<file path="src/rtl/trc_quiesce_pkg.sv">
package trc_quiesce_pkg;
  typedef enum logic [2:0] {
    QS_RUN        = 3'd0,
    QS_HALT       = 3'd1,
    QS_WAIT_INFL  = 3'd2,
    QS_DRN_MAIN   = 3'd3,
    QS_DRN_RSYNC  = 3'd4,
    QS_DRN_BUS    = 3'd5,
    QS_PTR_ZERO   = 3'd6,
    QS_IDLE       = 3'd7
  } qs_state_e;
endpackage

</file>
<file path="src/rtl/trc_quiesce_req.sv">
module trc_quiesce_req (
  input  logic clk,
  input  logic rst,
  input  logic cfg_pwrdn,
  input  logic cfg_prog,
  input  logic cfg_enable,
  input  logic os_lock,
  input  logic wfi_req,
  input  logic dbg_invasive,
  input  logic dbg_observe,
  input  logic draining,
  output logic idle_req,
  output logic prog_eff
);
  // Held copy of the programming bit: it survives a withdrawal until the drain ends
  logic prog_hold;

  always_ff @(posedge clk) begin
    if (rst) prog_hold <= 1'b0;
    else     prog_hold <= cfg_prog | (prog_hold & draining);
  end

  always_comb begin
    prog_eff = cfg_prog | prog_hold;
    idle_req = prog_eff | cfg_pwrdn | ~cfg_enable | os_lock | wfi_req
             | (~dbg_invasive & ~dbg_observe);
  end

  assert_prog_hold_R6: assert property (@(posedge clk) disable iff (rst)
    (prog_hold && draining) |=> prog_hold);
endmodule

</file>
<file path="src/rtl/trc_quiesce_fsm.sv">
module trc_quiesce_fsm
  import trc_quiesce_pkg::*;
#(
  parameter int CNT_W = 6
) (
  input  logic             clk,
  input  logic             rst,
  input  logic             idle_req,
  input  logic [CNT_W-1:0] inflight_cnt,
  input  logic             main_empty,
  input  logic             resync_empty,
  input  logic             bus_valid,
  input  logic             bus_ready,
  output qs_state_e        state,
  output logic             draining
);
  localparam logic [CNT_W-1:0] CNT_ZERO = '0;

  qs_state_e state_n;
  logic      bus_done;

  always_comb begin
    bus_done = ~bus_valid | bus_ready;
    state_n  = state;
    unique case (state)
      QS_RUN:       if (idle_req) state_n = QS_HALT;
      QS_HALT:      state_n = QS_WAIT_INFL;
      QS_WAIT_INFL: if (inflight_cnt == CNT_ZERO) state_n = QS_DRN_MAIN;
      QS_DRN_MAIN:  if (main_empty) state_n = QS_DRN_RSYNC;
      QS_DRN_RSYNC: if (resync_empty) state_n = QS_DRN_BUS;
      QS_DRN_BUS:   if (bus_done) state_n = QS_PTR_ZERO;
      QS_PTR_ZERO:  state_n = QS_IDLE;
      QS_IDLE:      if (!idle_req) state_n = QS_RUN;
      default:      state_n = QS_IDLE;
    endcase
  end

  always_ff @(posedge clk) begin
    if (rst) state <= QS_IDLE;
    else     state <= state_n;
  end

  assign draining = (state != QS_RUN) && (state != QS_IDLE);

  assert_idle_entry_R5: assert property (@(posedge clk) disable iff (rst)
    (state == QS_IDLE && $past(state) != QS_IDLE) |-> $past(state) == QS_PTR_ZERO);
  assert_clr_pulse_R5: assert property (@(posedge clk) disable iff (rst)
    (state == QS_PTR_ZERO) |=> (state == QS_IDLE));
  assert_bus_hold_R4: assert property (@(posedge clk) disable iff (rst)
    (state == QS_DRN_BUS && bus_valid && !bus_ready) |=> (state == QS_DRN_BUS));
  assert_main_hold_R3: assert property (@(posedge clk) disable iff (rst)
    (state == QS_DRN_MAIN && !main_empty) |=> (state == QS_DRN_MAIN));
  assert_no_abort_R6: assert property (@(posedge clk) disable iff (rst)
    draining |=> (state != QS_RUN));
endmodule

</file>
<file path="src/rtl/trc_quiesce_out.sv">
module trc_quiesce_out
  import trc_quiesce_pkg::*;
(
  input  qs_state_e state,
  input  logic      prog_eff,
  input  logic      cfg_pwrdn,
  input  logic      os_lock,
  input  logic      wfi_req,
  output logic      trace_en,
  output logic      resync_ptr_clr,
  output logic      idle,
  output logic      prog_status,
  output logic      wfi_ack
);
  always_comb begin
    trace_en       = (state == QS_RUN);
    resync_ptr_clr = (state == QS_PTR_ZERO);
    idle           = (state == QS_IDLE);
    prog_status    = idle & (prog_eff | cfg_pwrdn | os_lock);
    wfi_ack        = idle & wfi_req;
  end
endmodule

</file>
<file path="src/rtl/trc_quiesce_ctrl.sv">
module trc_quiesce_ctrl
  import trc_quiesce_pkg::*;
#(
  parameter int CNT_W = 6
) (
  input  logic             clk,
  input  logic             rst,
  input  logic             cfg_pwrdn,
  input  logic             cfg_prog,
  input  logic             cfg_enable,
  input  logic             os_lock,
  input  logic             wfi_req,
  input  logic             dbg_invasive,
  input  logic             dbg_observe,
  input  logic [CNT_W-1:0] inflight_cnt,
  input  logic             main_empty,
  input  logic             resync_empty,
  input  logic             bus_valid,
  input  logic             bus_ready,
  output logic             trace_en,
  output logic             resync_ptr_clr,
  output logic             idle,
  output logic             prog_status,
  output logic             wfi_ack
);
  logic      idle_req;
  logic      prog_eff;
  logic      draining;
  qs_state_e state;

  trc_quiesce_req u_req (
    .clk          (clk),
    .rst          (rst),
    .cfg_pwrdn    (cfg_pwrdn),
    .cfg_prog     (cfg_prog),
    .cfg_enable   (cfg_enable),
    .os_lock      (os_lock),
    .wfi_req      (wfi_req),
    .dbg_invasive (dbg_invasive),
    .dbg_observe  (dbg_observe),
    .draining     (draining),
    .idle_req     (idle_req),
    .prog_eff     (prog_eff)
  );

  trc_quiesce_fsm #(.CNT_W(CNT_W)) u_fsm (
    .clk          (clk),
    .rst          (rst),
    .idle_req     (idle_req),
    .inflight_cnt (inflight_cnt),
    .main_empty   (main_empty),
    .resync_empty (resync_empty),
    .bus_valid    (bus_valid),
    .bus_ready    (bus_ready),
    .state        (state),
    .draining     (draining)
  );

  trc_quiesce_out u_out (
    .state          (state),
    .prog_eff       (prog_eff),
    .cfg_pwrdn      (cfg_pwrdn),
    .os_lock        (os_lock),
    .wfi_req        (wfi_req),
    .trace_en       (trace_en),
    .resync_ptr_clr (resync_ptr_clr),
    .idle           (idle),
    .prog_status    (prog_status),
    .wfi_ack        (wfi_ack)
  );

  assert_stop_R2: assert property (@(posedge clk) disable iff (rst)
    (trace_en && idle_req) |=> !trace_en);
  assert_ack_drain_R8: assert property (@(posedge clk) disable iff (rst)
    draining |-> !wfi_ack);
endmodule

</file>
<file path="config.mk">
export PLATFORM = sky130hd
export DESIGN_NAME = trc_quiesce_ctrl
export DESIGN_NICKNAME = d
export VERILOG_FILES = /design/src/rtl/trc_quiesce_pkg.sv /design/src/rtl/trc_quiesce_req.sv /design/src/rtl/trc_quiesce_fsm.sv /design/src/rtl/trc_quiesce_out.sv /design/src/rtl/trc_quiesce_ctrl.sv
export SDC_FILE = /design/constraint.sdc
export NUM_CORES = 1
export LEC_CHECK = 0
export CORE_AREA = 2 2 39 41
export DETAILED_ROUTE_END_ITERATION = 8
export DIE_AREA = 0 0 41 43
export PLACE_DENSITY_LB_ADDON = 0.25
export REMOVE_ABC_BUFFERS = 1
export SLEW_MARGIN = 20
export SYNTH_ARGS = -nofsm -noshare
export SYNTH_HDL_FRONTEND = slang
export SYNTH_HIERARCHICAL = 1
export SYNTH_SLANG_ARGS = --single-unit
</file>
<file path="constraint.sdc">
create_clock -name clk -period 1.8 [get_ports clk]
set_input_delay 0.18 -clock clk [delete_from_list [all_inputs] [get_ports clk]]
set_output_delay 0.18 -clock clk [all_outputs]
set_load 0.05 [all_outputs]
</file>
; ---- Word level (Yosys, flattened, before mapping)
; Index checks and enable logic that the tools add are counted.
; Widths: inputs -> output; s select.
[classes]
eq_ne = 14
mux = 7
bitwise = 17
reduce_logical = 5
[ops]
columns = cell, count
row1 = $pmux 3 s8, 1
row2 = $mux 3, 6
row3 = $eq 3x3->1 const B, 4
row4 = $or 1x1->1, 9
row5 = $eq 3x2->1 const B, 2
row6 = $logic_not 6->1, 1
row7 = $ne 2x1->1 const B, 3
row8 = $ne 2x2->1 const B, 3
row9 = $reduce_and 6->1, 1
row10 = $and 1x1->1, 4
row11 = $not 1->1, 4
row12 = $eq 3x1->1 const B, 1
row13 = $logic_not 3->1, 1
row14 = $ne 3x3->1 const B, 1
row15 = $reduce_bool 3->1, 1
row16 = $logic_and 1x1->1, 1
[word_totals]
word_cells = 45
output_inout_bits = 5
ff_bits = 4

; ---- Longest topological paths before layout
[depth]
ltp_word = 8
depth_mapped = 5
depth_no_buf = 5

; ---- Modules after synthesis
; Netlist, hierarchy kept.
[modules_own_cells]
columns = module, cells_per_inst, seq_area_each_um2, area_per_inst_um2, n_inst
row1 = trc_quiesce_fsm, 28, 60.1, 225.2, 1
row2 = trc_quiesce_req, 7, 20.0, 55.1, 1
row3 = trc_quiesce_out, 6, 0.0, 40.0, 1

; ---- Worst setup path after synthesis
; Ideal clock, no wire load.
[synth_path]
path_kind = register to output
start = register u_fsm.state[0]
end = output port trace_en
slack_ns = 0.146
path_stages_with_launch = 2
path_buffers = 0
arrival_ns = 1.474
cell_sequence = dfxtp_1 nor3_1
[synth_between]
elab_chain_len = 1
[synth_rtl]
columns = element, line
row1 = from (decl), trc_quiesce_fsm.sv:14  ; output qs_state_e state,
row2 = from (signal assigned), trc_quiesce_fsm.sv:40  ; else state <= state_n;
row3 = $logic_not 3->1, trc_quiesce_out.sv:16  ; trace_en = (state == QS_RUN);
row4 = to (decl), trc_quiesce_ctrl.sv:20  ; output logic trace_en,
; No other way between the ends.

; ---- Worst setup path in the final report
[layout_path]
start = input port cfg_prog
end = output port prog_status
[layout_between]
elab_chain_len = 4
[layout_rtl]
columns = element, line
row1 = from (decl), trc_quiesce_ctrl.sv:9  ; input logic cfg_prog,
row2 = $or 1x1->1, trc_quiesce_req.sv:24  ; prog_eff = cfg_prog | prog_hold;
row3 = net prog_eff, trc_quiesce_ctrl.sv:27  ; logic prog_eff;
row4 = $or 1x1->1 (2 in a row), trc_quiesce_out.sv:19  ; prog_status = idle & (prog_eff | cfg_pwrdn | os_lock);
row5 = $and 1x1->1, trc_quiesce_out.sv:19
row6 = to (decl), trc_quiesce_ctrl.sv:23  ; output logic prog_status,
; The timed path passes the listed nets, and every way through them passes these cells.

==> metrics <==
Yosys cell types=24; Startpoint Class=input pin; core footprint=1380 µm²; largest stage delay on the critical path=0.42 ns; Clock Tree Buf Depth=2; Max-Cap Viols=0; initial antenna violation count=0; WP data arrival=1.53 ns; worst-path cell chain=clkdlybuf4s50_1 > or2_2 > buf_4 > o31a_2 > buf_4; worst hold path type=reg -> reg; Slew headroom=76.9%; pin count of the biggest net entering global routing=12; number of synthesized flops with an enable pin=0; worst hold slack=0.475 ns; leakage power=0.269 nW; Max H-tree Level=1; cts-stage hold buffer count=0; initial DRC count=8; worst-skew pair later-pin latency=0.24 ns; die area=1760 µm²; post-DP HPWL=697 µm; worst ir drop on vdd=0.249 mV; io pins=24; Initial Utilization=23.1%; CP Max Fanout=2; final cycle utilization of the critical path=95.1%; CTS tree=built; layout cells sized above 1=23.5%; ant diodes=0; Syn-to-layout area delta=91.8%; Core Util, Final=44.4%; global-route wire length before repair=1490 µm; grt total ovfl=0; Filler Cells Inserted=146; total track usage=12.5%; CP endpoint kind=output port; Initial DRT Pass Iterations=4; Die H=43 µm; Tightest Pin Transition=0.346 ns; synthesized area=320 µm²; Fin Setup TNS=0 ns; IO Port Bufs=23; final hold viol count=0; unrepaired setup endpoints after global routing=no; commonest register cell after synthesis=dfxtp_1; Nets=89; final setup fails=0; CP dominant cell by count=buf_4; Avg Inst Size Synth=7.81 µm²; Async SR Flop Fraction=0%; vias in the first global route=380; clock period minus worst slack=1.71 ns; status=finished clean; final max-slew violation count=0; post-DR wirelength/cell=10.7 µm; Setup Skew=0.0102 ns; die width=41 µm; FP Rows=14; register area share after synthesis=25.0%; Vias=405; DRC=0; Worst path top cell family by delay=buffers and inverters; Yosys reg bits=4; total CTS buffers=3; root buf cell=clkbuf_4; pwr dens=511 nW/µm²; average vias per placed instance=4.82; Syn. warnings=6; Post-Route WL=897 µm; kind of critical path=in -> out; Placer Congestion=0.683; CP max-delay cell=clkdlybuf4s50_1; Max Freq=0.584 GHz; Buffers & Inverters on Critical Path=3; Crit path required time=1.62 ns; post-route ant nets=0; Synth Instances=41; Worst-path clk slew=0.03 ns; Sink Count=4
==> report_power, final <==
part           internal [W]  switching [W]  leakage [nW]
sequential        0.0000917     0.00000314        0.0327
combinational     0.0000627      0.0000419         0.222
clock             0.0000747      0.0000396        0.0138
total              0.000229      0.0000847         0.269
==> registers in the layout, summed over array words and instances (netlist names) <==
| register | cells |
|---|---|
| u_fsm/state | 3 |
| u_req/prog_hold | 1 |
==> cell usage in the layout (no fill, tap or decap), types with 2 or more instances in the layout <==
cell / instances
nor2_1: 6
nand2b_1: 3
dfxtp_1: 4
dlygate4sd2_1: 4
a31oi_1: 2
buf_12: 2
a21oi_1: 4
nand2_1: 2
clkbuf_4: 3
nor3_1: 2
o21bai_1: 2
clkdlybuf4s50_1: 14
buf_4: 6
==> metrics by stage <==
step	setup WS (ns)	cells	area (µm²)	power, W
floorplan	0.114	39	304	0.000138
detailed placement	-0.299	81	589	0.000203
CTS	0.0822	84	614	0.000319
global placement	-0.255	81	589	0.000202
finish	0.0884	84	614	0.000314
global route	0.0541	84	614	0.000330
==> path summary, 6_finish.rpt <==
| path | from | endpoint | slack, ns | cells after the start |
|---|---|---|---|---|
| min reg2reg | u_req/prog_hold | u_req/prog_hold | 0.47 | 2 |
| min | u_req/prog_hold | u_req/prog_hold | 0.47 | 2 |
| max | cfg_prog | prog_status | 0.09 | 5 |
| max reg2reg | u_req/prog_hold | u_fsm/state[0] | 0.24 | 5 |
==> layer usage <==
metal / part of all wire (%) / track usage, %
met2: 48 / 18.8
met5: 0 / 0
met3: 12 / 7.33
met4: 0 / 4.00
met1: 39 / 14.4
==> logic make-up (layout without fill, tap and decap cells) <==
group	after synthesis	count (layout)	synth area share, %
AND/OR/NAND/NOR	23	23	41.4
AO/OA/AOI/OAI	11	11	23.8
flip-flops	4	4	25.0
buffers and inverters	2	29	5.08
multiplexers	1	1	4.69
==> layout make-up <==
class	count	area, µm²	share of cell area [%]
repair buffers	26	260	42.4
multi-input cells	35	231	37.7
flip-flops and latches	4	80.1	13.0
clock buffers	3	22.5	3.67
well taps	16	20.0	3.26
==> Yosys cell counts (all sizes together), types with 2 or more instances <==
| cell | instances | area, µm² |
|---|---|---|
| nor2 | 6 | 22.5 |
| nand2b | 3 | 18.8 |
| and3 | 2 | 17.5 |
| dfxtp | 4 | 80.1 |
| buf | 2 | 16.3 |
| nand2 | 2 | 7.51 |
| nor3 | 2 | 10.0 |
| a21oi | 4 | 20.0 |
| a31oi | 2 | 12.5 |
| o21bai | 3 | 26.3 |
==> worst register-to-register path, delay by kind of cell, from the launching register on <==
kind / cells / cell delay [ns]
and+or+nand+nor: 2 / 0.64
DFF: 1 / 0.30
muxes: 1 / 0.29
AOI/OAI and AO/OA: 2 / 0.22
==> timing repair <==
| action | CTS | global route |
|---|---|---|
| setup endpoints to repair | 1 | 0 |
| buffers inserted | 0 | 0 |
| gates resized for setup | 5 | 0 |
Power figures use the tool's default switching activity.
